**src/rtl/standby_pkg.sv**
```systemverilog
package standby_pkg;
  typedef enum logic [1:0] {
    ST_RUN        = 2'd0,
    ST_STANDBY    = 2'd1,
    ST_STABILISE  = 2'd2,
    ST_RESET_HOLD = 2'd3
  } sb_state_e;
endpackage

```
**src/rtl/sb_sync.sv**
```systemverilog
module sb_sync #(
  parameter int  STAGES  = 2,
  parameter logic RST_VAL = 1'b0
) (
  input  logic clk_i,
  input  logic rst_ni,
  input  logic d_i,
  output logic q_o
);
  logic [STAGES-1:0] sr_q;

  always_ff @(posedge clk_i or negedge rst_ni) begin
    if (!rst_ni) sr_q <= {STAGES{RST_VAL}};
    else         sr_q <= {sr_q[STAGES-2:0], d_i};
  end

  assign q_o = sr_q[STAGES-1];
endmodule

```
**src/rtl/sb_stab_timer.sv**
```systemverilog
module sb_stab_timer #(
  parameter int SEL_W    = 3,
  parameter int PRE_BASE = 4,
  parameter int PRE_STEP = 2,
  parameter int CNT_W    = 8
) (
  input  logic             clk_i,
  input  logic             rst_ni,
  input  logic             run_i,
  input  logic [SEL_W-1:0] sel_i,
  output logic             ovf_o
);
  localparam int PRE_W = PRE_BASE + PRE_STEP * ((1 << SEL_W) - 1);
  localparam int SH_W  = $clog2(PRE_W + 1);

  logic [PRE_W-1:0] pre_q;
  logic [CNT_W-1:0] cnt_q;
  logic [SH_W-1:0]  shamt;
  logic [PRE_W:0]   tap_one;
  logic [PRE_W-1:0] tap_last;
  logic             tick;

  always_comb begin
    shamt    = SH_W'(PRE_BASE + PRE_STEP * int'(sel_i));
    tap_one  = (PRE_W + 1)'(1) << shamt;
    tap_last = tap_one[PRE_W-1:0] - 1'b1;
  end

  assign tick  = run_i && (pre_q == tap_last);
  assign ovf_o = tick && (&cnt_q);

  always_ff @(posedge clk_i or negedge rst_ni) begin
    if (!rst_ni) begin
      pre_q <= '0;
      cnt_q <= '0;
    end else if (!run_i) begin
      pre_q <= '0;
      cnt_q <= '0;
    end else begin
      pre_q <= tick ? '0 : pre_q + 1'b1;
      if (tick) cnt_q <= cnt_q + 1'b1;
    end
  end

  // prescaler never passes its tap, counter moves only on a tick
  a_r6_pre_bounded: assert property (@(posedge clk_i) disable iff (!rst_ni)
    run_i |-> pre_q <= tap_last);
  a_r6_cnt_holds: assert property (@(posedge clk_i) disable iff (!rst_ni)
    (run_i && !tick) |=> (!run_i || $stable(cnt_q)));
endmodule

```
**src/rtl/standby_ctrl.sv**
```systemverilog
module standby_ctrl
  import standby_pkg::*;
#(
  parameter int SEL_W    = 3,
  parameter int PRE_BASE = 4,
  parameter int PRE_STEP = 2,
  parameter int CNT_W    = 8,
  parameter int SYNC_N   = 2
) (
  input  logic             clk_i,
  input  logic             rst_ni,
  input  logic             sleep_req_i,
  input  logic             stby_en_i,
  input  logic             hiz_sel_i,
  input  logic             nmi_edge_sel_i,
  input  logic [SEL_W-1:0] wdt_cks_i,
  input  logic             nmi_i,
  input  logic             res_ni,
  output logic             osc_en_o,
  output logic             cpu_clk_en_o,
  output logic             per_clk_en_o,
  output logic             wdt_clk_en_o,
  output logic             port_hiz_o,
  output logic             port_hold_o,
  output logic [1:0]       state_o,
  output logic             nmi_req_o,
  output logic             rst_req_o
);
  sb_state_e        state_q, state_d;
  logic             nmi_s, res_s, ovf;
  logic             es_q, hiz_q, nmi_ref_q;
  logic [SEL_W-1:0] cks_q;
  logic             nmi_req_q, rst_req_q;
  logic             entering, nmi_hit;

  sb_sync #(.STAGES(SYNC_N), .RST_VAL(1'b0)) u_nmi_sync (
    .clk_i(clk_i), .rst_ni(rst_ni), .d_i(nmi_i), .q_o(nmi_s));
  sb_sync #(.STAGES(SYNC_N), .RST_VAL(1'b1)) u_res_sync (
    .clk_i(clk_i), .rst_ni(rst_ni), .d_i(res_ni), .q_o(res_s));

  sb_stab_timer #(.SEL_W(SEL_W), .PRE_BASE(PRE_BASE), .PRE_STEP(PRE_STEP),
                  .CNT_W(CNT_W)) u_timer (
    .clk_i(clk_i), .rst_ni(rst_ni), .run_i(state_q == ST_STABILISE),
    .sel_i(cks_q), .ovf_o(ovf));

  assign entering = (state_q == ST_RUN) && sleep_req_i && stby_en_i;
  // selected edge: current level is the target, previous level was not
  assign nmi_hit  = (nmi_s == es_q) && (nmi_ref_q != es_q);

  always_comb begin
    state_d = state_q;
    unique case (state_q)
      ST_RUN:        if (entering) state_d = ST_STANDBY;
      ST_STANDBY:    if (!res_s) state_d = ST_RESET_HOLD;
                     else if (nmi_hit) state_d = ST_STABILISE;
      ST_STABILISE:  if (!res_s) state_d = ST_RESET_HOLD;
                     else if (ovf) state_d = ST_RUN;
      ST_RESET_HOLD: if (res_s) state_d = ST_RUN;
      default:       state_d = ST_RUN;
    endcase
  end

  always_ff @(posedge clk_i or negedge rst_ni) begin
    if (!rst_ni) begin
      state_q   <= ST_RUN;
      es_q      <= 1'b0;
      hiz_q     <= 1'b0;
      cks_q     <= '0;
      nmi_ref_q <= 1'b0;
      nmi_req_q <= 1'b0;
      rst_req_q <= 1'b0;
    end else begin
      state_q   <= state_d;
      nmi_req_q <= (state_q == ST_STABILISE) && res_s && ovf;
      rst_req_q <= (state_q == ST_RESET_HOLD) && res_s;
      if (entering) begin
        es_q      <= nmi_edge_sel_i;
        hiz_q     <= hiz_sel_i;
        cks_q     <= wdt_cks_i;
        nmi_ref_q <= nmi_s;
      end else if (state_q == ST_STANDBY) begin
        nmi_ref_q <= nmi_s;
      end
    end
  end

  always_comb begin
    osc_en_o     = 1'b1;
    cpu_clk_en_o = 1'b1;
    per_clk_en_o = 1'b1;
    wdt_clk_en_o = 1'b1;
    port_hiz_o   = 1'b0;
    port_hold_o  = 1'b0;
    unique case (state_q)
      ST_STANDBY: begin
        osc_en_o     = 1'b0;
        cpu_clk_en_o = 1'b0;
        per_clk_en_o = 1'b0;
        wdt_clk_en_o = 1'b0;
        port_hiz_o   = hiz_q;
        port_hold_o  = !hiz_q;
      end
      ST_STABILISE: begin
        cpu_clk_en_o = 1'b0;
        per_clk_en_o = 1'b0;
        port_hiz_o   = hiz_q;
        port_hold_o  = !hiz_q;
      end
      default: ;
    endcase
  end

  assign state_o   = state_q;
  assign nmi_req_o = nmi_req_q;
  assign rst_req_o = rst_req_q;

  a_r1_entry: assert property (@(posedge clk_i) disable iff (!rst_ni)
    (state_o == 2'd0 && sleep_req_i && stby_en_i) |=> state_o == 2'd1);
  a_r2_ignored: assert property (@(posedge clk_i) disable iff (!rst_ni)
    (state_o == 2'd0 && !stby_en_i) |=> state_o == 2'd0);
  a_r7_nmi_src: assert property (@(posedge clk_i) disable iff (!rst_ni)
    $rose(nmi_req_o) |-> $past(state_o) == 2'd2 && state_o == 2'd0);
  a_r7_nmi_pulse: assert property (@(posedge clk_i) disable iff (!rst_ni)
    nmi_req_o |=> !nmi_req_o);
  a_r9_rst_src: assert property (@(posedge clk_i) disable iff (!rst_ni)
    $rose(rst_req_o) |-> $past(state_o) == 2'd3 && state_o == 2'd0);
  a_r9_exclusive: assert property (@(posedge clk_i) disable iff (!rst_ni)
    $onehot0({nmi_req_o, rst_req_o}));
  a_r8_hold_exit: assert property (@(posedge clk_i) disable iff (!rst_ni)
    (state_o == 2'd3 && !res_s) |=> state_o == 2'd3);
endmodule

```
**config.mk**
```make
export PLATFORM = sky130hd
export DESIGN_NAME = standby_ctrl
export DESIGN_NICKNAME = d
export VERILOG_FILES = /design/src/rtl/standby_pkg.sv /design/src/rtl/sb_sync.sv /design/src/rtl/sb_stab_timer.sv /design/src/rtl/standby_ctrl.sv
export SDC_FILE = /design/constraint.sdc
export NUM_CORES = 1
export LEC_CHECK = 0
export BUFFER_PORTS_ARGS = -buffer_cell sky130_fd_sc_hd__clkbuf_2
export CORE_MARGIN = 4
export CORE_UTILIZATION = 55
export CTS_CLUSTER_SIZE = 14
export DETAILED_ROUTE_END_ITERATION = 7
export PLACE_DENSITY_LB_ADDON = 0.08
export SYNTH_ARGS = -nofsm -noshare
export SYNTH_HDL_FRONTEND = slang
export SYNTH_SLANG_ARGS = --single-unit
```
**constraint.sdc**
```tcl
create_clock -name clk_i -period 6.45 [get_ports clk_i]
set_clock_uncertainty 0.2 [all_clocks]
set_input_delay 0.9675 -clock clk_i [delete_from_list [all_inputs] [get_ports clk_i]]
set_output_delay 0.9675 -clock clk_i [all_outputs]
set_load 0.02 [all_outputs]
```
After elaboration in Yosys (flattened, before gate mapping)
Index checks and enable logic that the tools add are counted.

Flip-flop bits (word level): 40. Bits in latches: 0. RAM bits: 0. Memory bits (read-only): 0. Input bits: 11. Output and inout port bits: 10. Logic and storage cells: 58. Memories: 0.

Add/sub/neg operators: 4. Multiply operators: 0. Div/mod/pow operators: 0. Order comparisons: 0. Equality and inequality tests: 11. Shift operators: 1. Multiplexer cells: 17. Bitwise logic cells: 0. Reduce and logical (&&, ||, !) cells: 14.

Operators with widths (count): $mux 18 (2); $add 18x1->18 const B (1); $eq 18x18->1 (1); $shl 1x5->18 const A (1); $sub 18x1->18 const B (1); $mux 8 (2); $mux 2 (6); $add 8x1->8 const B (1); $logic_and 1x1->1 (8); $pmux 2 s4 (1); $reduce_and 8->1 (1); $mux 1 (6); $ne 3x3->1 const B (2); $add 3x4->5 const A (1); $eq 2x2->1 const B (2); $ne 2x2->1 const B (2); $reduce_and 4->1 (1); $eq 2x1->1 const B (1); $logic_not 2->1 (1); $ne 2x1->1 const B (1); $reduce_bool 2->1 (1); $reduce_or 2->1 (1); $eq 1x1->1 (1); $logic_not 1->1 (1); $ne 1x1->1 (1).

Depth between registers and ports, before layout
Depth in word-level cells: 9. Depth in mapped cells: 10. Mapped depth without buffers: 8.

By module
Synthesis repeated with hierarchy kept, for this count alone.

Cell total of the unflattened synthesis: 242. Area, all modules: 2396.0 µm².

Modules (own cells, without submodules): sb_stab_timer (times used 1, cells each 191, area an instance 1745.4 µm², seq. area each 650.6 µm²); standby_ctrl (times used 1, cells each 47, area an instance 548.0 µm², seq. area each 250.2 µm²); sb_sync at u_res_sync (times used 1, cells each 2, area an instance 52.6 µm², seq. area each 52.6 µm²); sb_sync at u_nmi_sync (times used 1, cells each 2, area an instance 50.0 µm², seq. area each 50.0 µm²).

Least setup slack after synthesis
Ideal clock, no wire load.

Kind: register to register. Start: register cks_q[1]. End: register u_timer.cnt_q[5]. Setup time: 0.079 ns. Arrival: 2.468 ns. Data required time: 6.171 ns. Path slack: 3.702 ns. Stages on the path, launching flop included: 11. Path buffers: 2. Period minus slack after synthesis: 2.748 ns. Cell sequence: dfrtp_1 > inv_1 > ha_1 > buf_2 > nor4b_1 > xor2_1 > xnor2_1 > nand2_1 > buf_2 > nor4_2 > mux2i_1.

Longest elaborated chain between the ends: 6.

RTL lines: from (decl) (RTL line standby_ctrl.sv:32) `logic [SEL_W-1:0] cks_q;`; from (signal assigned) (RTL line standby_ctrl.sv:79) `cks_q <= wdt_cks_i;`; $add 3x4->5 (RTL line sb_stab_timer.sv:24) `shamt = SH_W'(PRE_BASE + PRE_STEP * int'(sel_i));`; $shl 1x5->18 (RTL line sb_stab_timer.sv:25) `tap_one = (PRE_W + 1)'(1) << shamt;`; $sub 18x1->18 (RTL line sb_stab_timer.sv:26) `tap_last = tap_one[PRE_W-1:0] - 1'b1;`; $eq 18x18->1 (RTL line sb_stab_timer.sv:29) `assign tick = run_i && (pre_q == tap_last);`; $logic_and 1x1->1 (RTL line sb_stab_timer.sv:29); $ne 2x2->1 (no source line); to (signal assigned) (RTL line sb_stab_timer.sv:41) `if (tick) cnt_q <= cnt_q + 1'b1;`; to (decl) (RTL line sb_stab_timer.sv:17) `logic [CNT_W-1:0] cnt_q;`.

Every way passes these cells. A chain may end at the register's enable or synchronous reset.

Worst setup path after layout
Start: register cks_q[1]. End: register u_timer.pre_q[8].

Longest elaborated chain between the ends: 7.

RTL lines: $add 3x4->5 (RTL line sb_stab_timer.sv:24); $shl 1x5->18 (RTL line sb_stab_timer.sv:25); $sub 18x1->18 (RTL line sb_stab_timer.sv:26); $eq 18x18->1 (RTL line sb_stab_timer.sv:29); $logic_and 1x1->1 (RTL line sb_stab_timer.sv:29); $mux 18 (RTL line sb_stab_timer.sv:40) `pre_q <= tick ? '0 : pre_q + 1'b1;`; $mux 18 (RTL line sb_stab_timer.sv:36) `end else if (!run_i) begin`; to (signal assigned) (RTL line sb_stab_timer.sv:40); to (decl) (RTL line sb_stab_timer.sv:16) `logic [PRE_W-1:0] pre_q;`.

Every way passes these cells.

==> qor.yml <==
synth:
  synth_top_family_by_area: "simple AND/OR/NAND/NOR gates"
  yosysTopAreaCell: "dfrtp_1"
  synth_nets: 262
  synthAdderAreaFrac_pct: 6.769
  ys_async_sr_fraction_pct: 100.0
  syn_area_sq_um: 2366
  synth_edf_count: 0
  synth_common_cells: "38 x dfrtp_1, 30 x nor2_1, 15 x nand2_1, 14 x xor2_1, 13 x nand3_1"
  synth_top_area_share_pct: 40.19
  ys_seq_area_share_pct: 42.41
  synth.avg_cell_area_sq_um: 9.900
  synth.area.top_cells: "dfrtp_1 40%, ha_1 6.3%, xor2_1 5.2%"
  synth.distinct_cells: 51
  synth.area.mux_share_pct: 3.702
  synth_cells: 239
  synth-compound-area-share_pct: 9.995
  yosys.cell_count.top_type: "dfrtp_1"
  synthSimpleGateAreaFrac_pct: 23.37
  ys.warnings.count: 0
  synth_xor_xnor_area_share_pct: 9.254
  ys_seq_elements: 40
  synth_ff_type: "dfrtp_1"
final_layout:
  nets: 279
  diodes: 0
  final_area_sq_um: 2557
  areaGrowthSynthToFinish_pct: 8.091
  drive_gt1_share_pct: 17.12
floorplanning:
  die_h_um: 73.59
  initial_core_util_pct: 57.90
  core_sq_um: 4086
  num_rows: 23
  ios: 21
  die_area_sq_um: 5415
  die_x_um: 73.59
clock_network:
  cts-root-buf: "clkbuf_8"
  clock_latency_ns: 0.28
  cts_setup_buffers: 0
  cts.path.max_buffers: 2
  path_clk_slew_ns: 0.07
  hold_buffers: 0
  htreeDepth: 2
  cts_tree: "yes"
  cts.sinks: 40
  cts_buffers: 5
  cts_resized: 0
sta:
  period_needed_ns: 3.348
  maxSlewViolCount: 0
  fmax_mhz: 298.7
  tns_ns: 0
  hold_viol: 0
  slew_headroom_pct: 34.94
  setup_viol: 0
  layout_worst_path_cycle_share_pct: 51.90
  tightest_slew_ns: 0.9759
  rsz0062_at_grt: "no"
detailed_routing:
  finalWirelength_mm: 4.092
  vias: 1693
  wire_per_inst_um: 13.33
  antenna_left: 0
  drt_iter0_drc: 70
  drc: 0
  dr.pass1.iters: 4
  post_drt_via_cell_ratio: 5.515
status:
  status: "finished clean"
min_path:
  hold_depth: 0
  hp-class: "register to register"
critical_path:
  crit_arrival_ns: 3.29
  critPathCaptureType: "register"
  worstSetupPathType: "register to register"
  start_kind: "register"
  worstPathRequired_ns: 6.39
  path_max_fanout: 18
  rr_worst_depth: 8
power_and_ir_drop:
  ir_drop_v: 0.0001572
  leakagePower_nw: 1.091
  power_density_nw_per_um2: 377.2
grt:
  grt_max_degree: 41
  grt_pass1_vias: 1588
  grt_pass1_wl_mm: 7.120
  track_usage_pct: 16.98
  antenna_found_initial: 0
  grt_overflow: 0
placement:
  port_buffers: 20
  post-dp-hpwl_mm: 3.004
  placed_area_sq_um: 2467
  gp_congestion: 0.7563
run:
  maxCapViolCount: 0
[layout by cell type, fill, tap and decap left out, types with 5 or more instances in the layout]
cell | Yosys | layout
nand3_1 | 13 | 13
xnor2_1 | 11 | 11
a21oi_1 | 9 | 9
dfrtp_1 | 38 | 38
clkbuf_2 | 1 | 20
inv_1 | 12 | 12
mux2_2 | 6 | 6
or4_1 | 5 | 5
xor2_1 | 14 | 14
nand2_1 | 15 | 15
nand4_1 | 6 | 6
o21ai_0 | 5 | 5
nor2_1 | 30 | 30
clkbuf_8 | 0 | 6
ha_1 | 12 | 12
[state kept, by name, summed over array words and instances (netlist names)]
signal,flops
cks_q,3
es_q,1
hiz_q,1
nmi_ref_q,1
nmi_req_o,1
rst_req_o,1
state_o,2
u_nmi_sync.sr_q,2
u_res_sync.sr_q,2
u_timer.cnt_q,8
u_timer.pre_q,18
[where the power goes]
group          switching [mW]  internal [mW]
registers              0.0406          0.283
logic                   0.290          0.183
clock network          0.0810         0.0872
[critical path, cell delays in order, from the launching register on]
cell and delay, ns:
dfrtp_1 0.56, inv_1 0.11, ha_1 0.50, nor4b_1 0.34
xor2_1 0.20, xnor2_1 0.18, nand2_1 0.33, o21ai_2 0.67
nor2_1 0.12
[kinds of logic after synthesis]
logic type | count (synthesis)
adders and majority gates | 13
DFF | 40
and+or+nand+nor | 99
AOI/OAI and AO/OA | 32
xor gates and xnor gates | 25
muxes | 8
buffers and inverters | 22
[worst paths after layout]
| path | from | end | slack, ns |
|---|---|---|---|
| min in group asynchronous | rst_ni | u_timer.cnt_q[4] | 0.63 |
| worst max register to register | cks_q[1] | u_timer.pre_q[8] | 3.10 |
| worst max-delay path | cks_q[1] | u_timer.pre_q[8] | 3.10 |
| worst min register to register | u_res_sync.sr_q[0] | u_res_sync.sr_q[1] | 0.16 |
| max in group asynchronous | rst_ni | cks_q[1] | 4.82 |
| worst min-delay path | u_res_sync.sr_q[0] | u_res_sync.sr_q[1] | 0.16 |
[stage by stage]
step	util, %	cells	hold slack [ns]	total power [mW]	worst slack [ns]
finish	62.58	307	0.1604	0.9646	3.102
floorplan	-	239	0.1312	0.7174	3.702
detailed placement	60.38	299	0.1511	0.8046	3.089
global route	62.58	307	0.1700	1.043	2.706
CTS	62.58	307	0.1623	0.9775	3.062
global placement	60.38	299	0.1343	0.7963	3.150
[layer usage]
layer	wire, um	track usage, %	part of all wire, %
met1	1931	22.22	47
met2	1980	27.07	48
met3	100	3.283	2.4
met4	80	7.847	2.0
met5	0	0	0
[layout make-up]
class	instances	area [sq um]
timing repair buffer	20	100.1
inverter	12	45.04
multi-input combinational	177	1256
tap	50	62.56
sequential	40	1003
fill	356	1529
clock buffer	8	90.09
(Power assumes the default switching activity.)
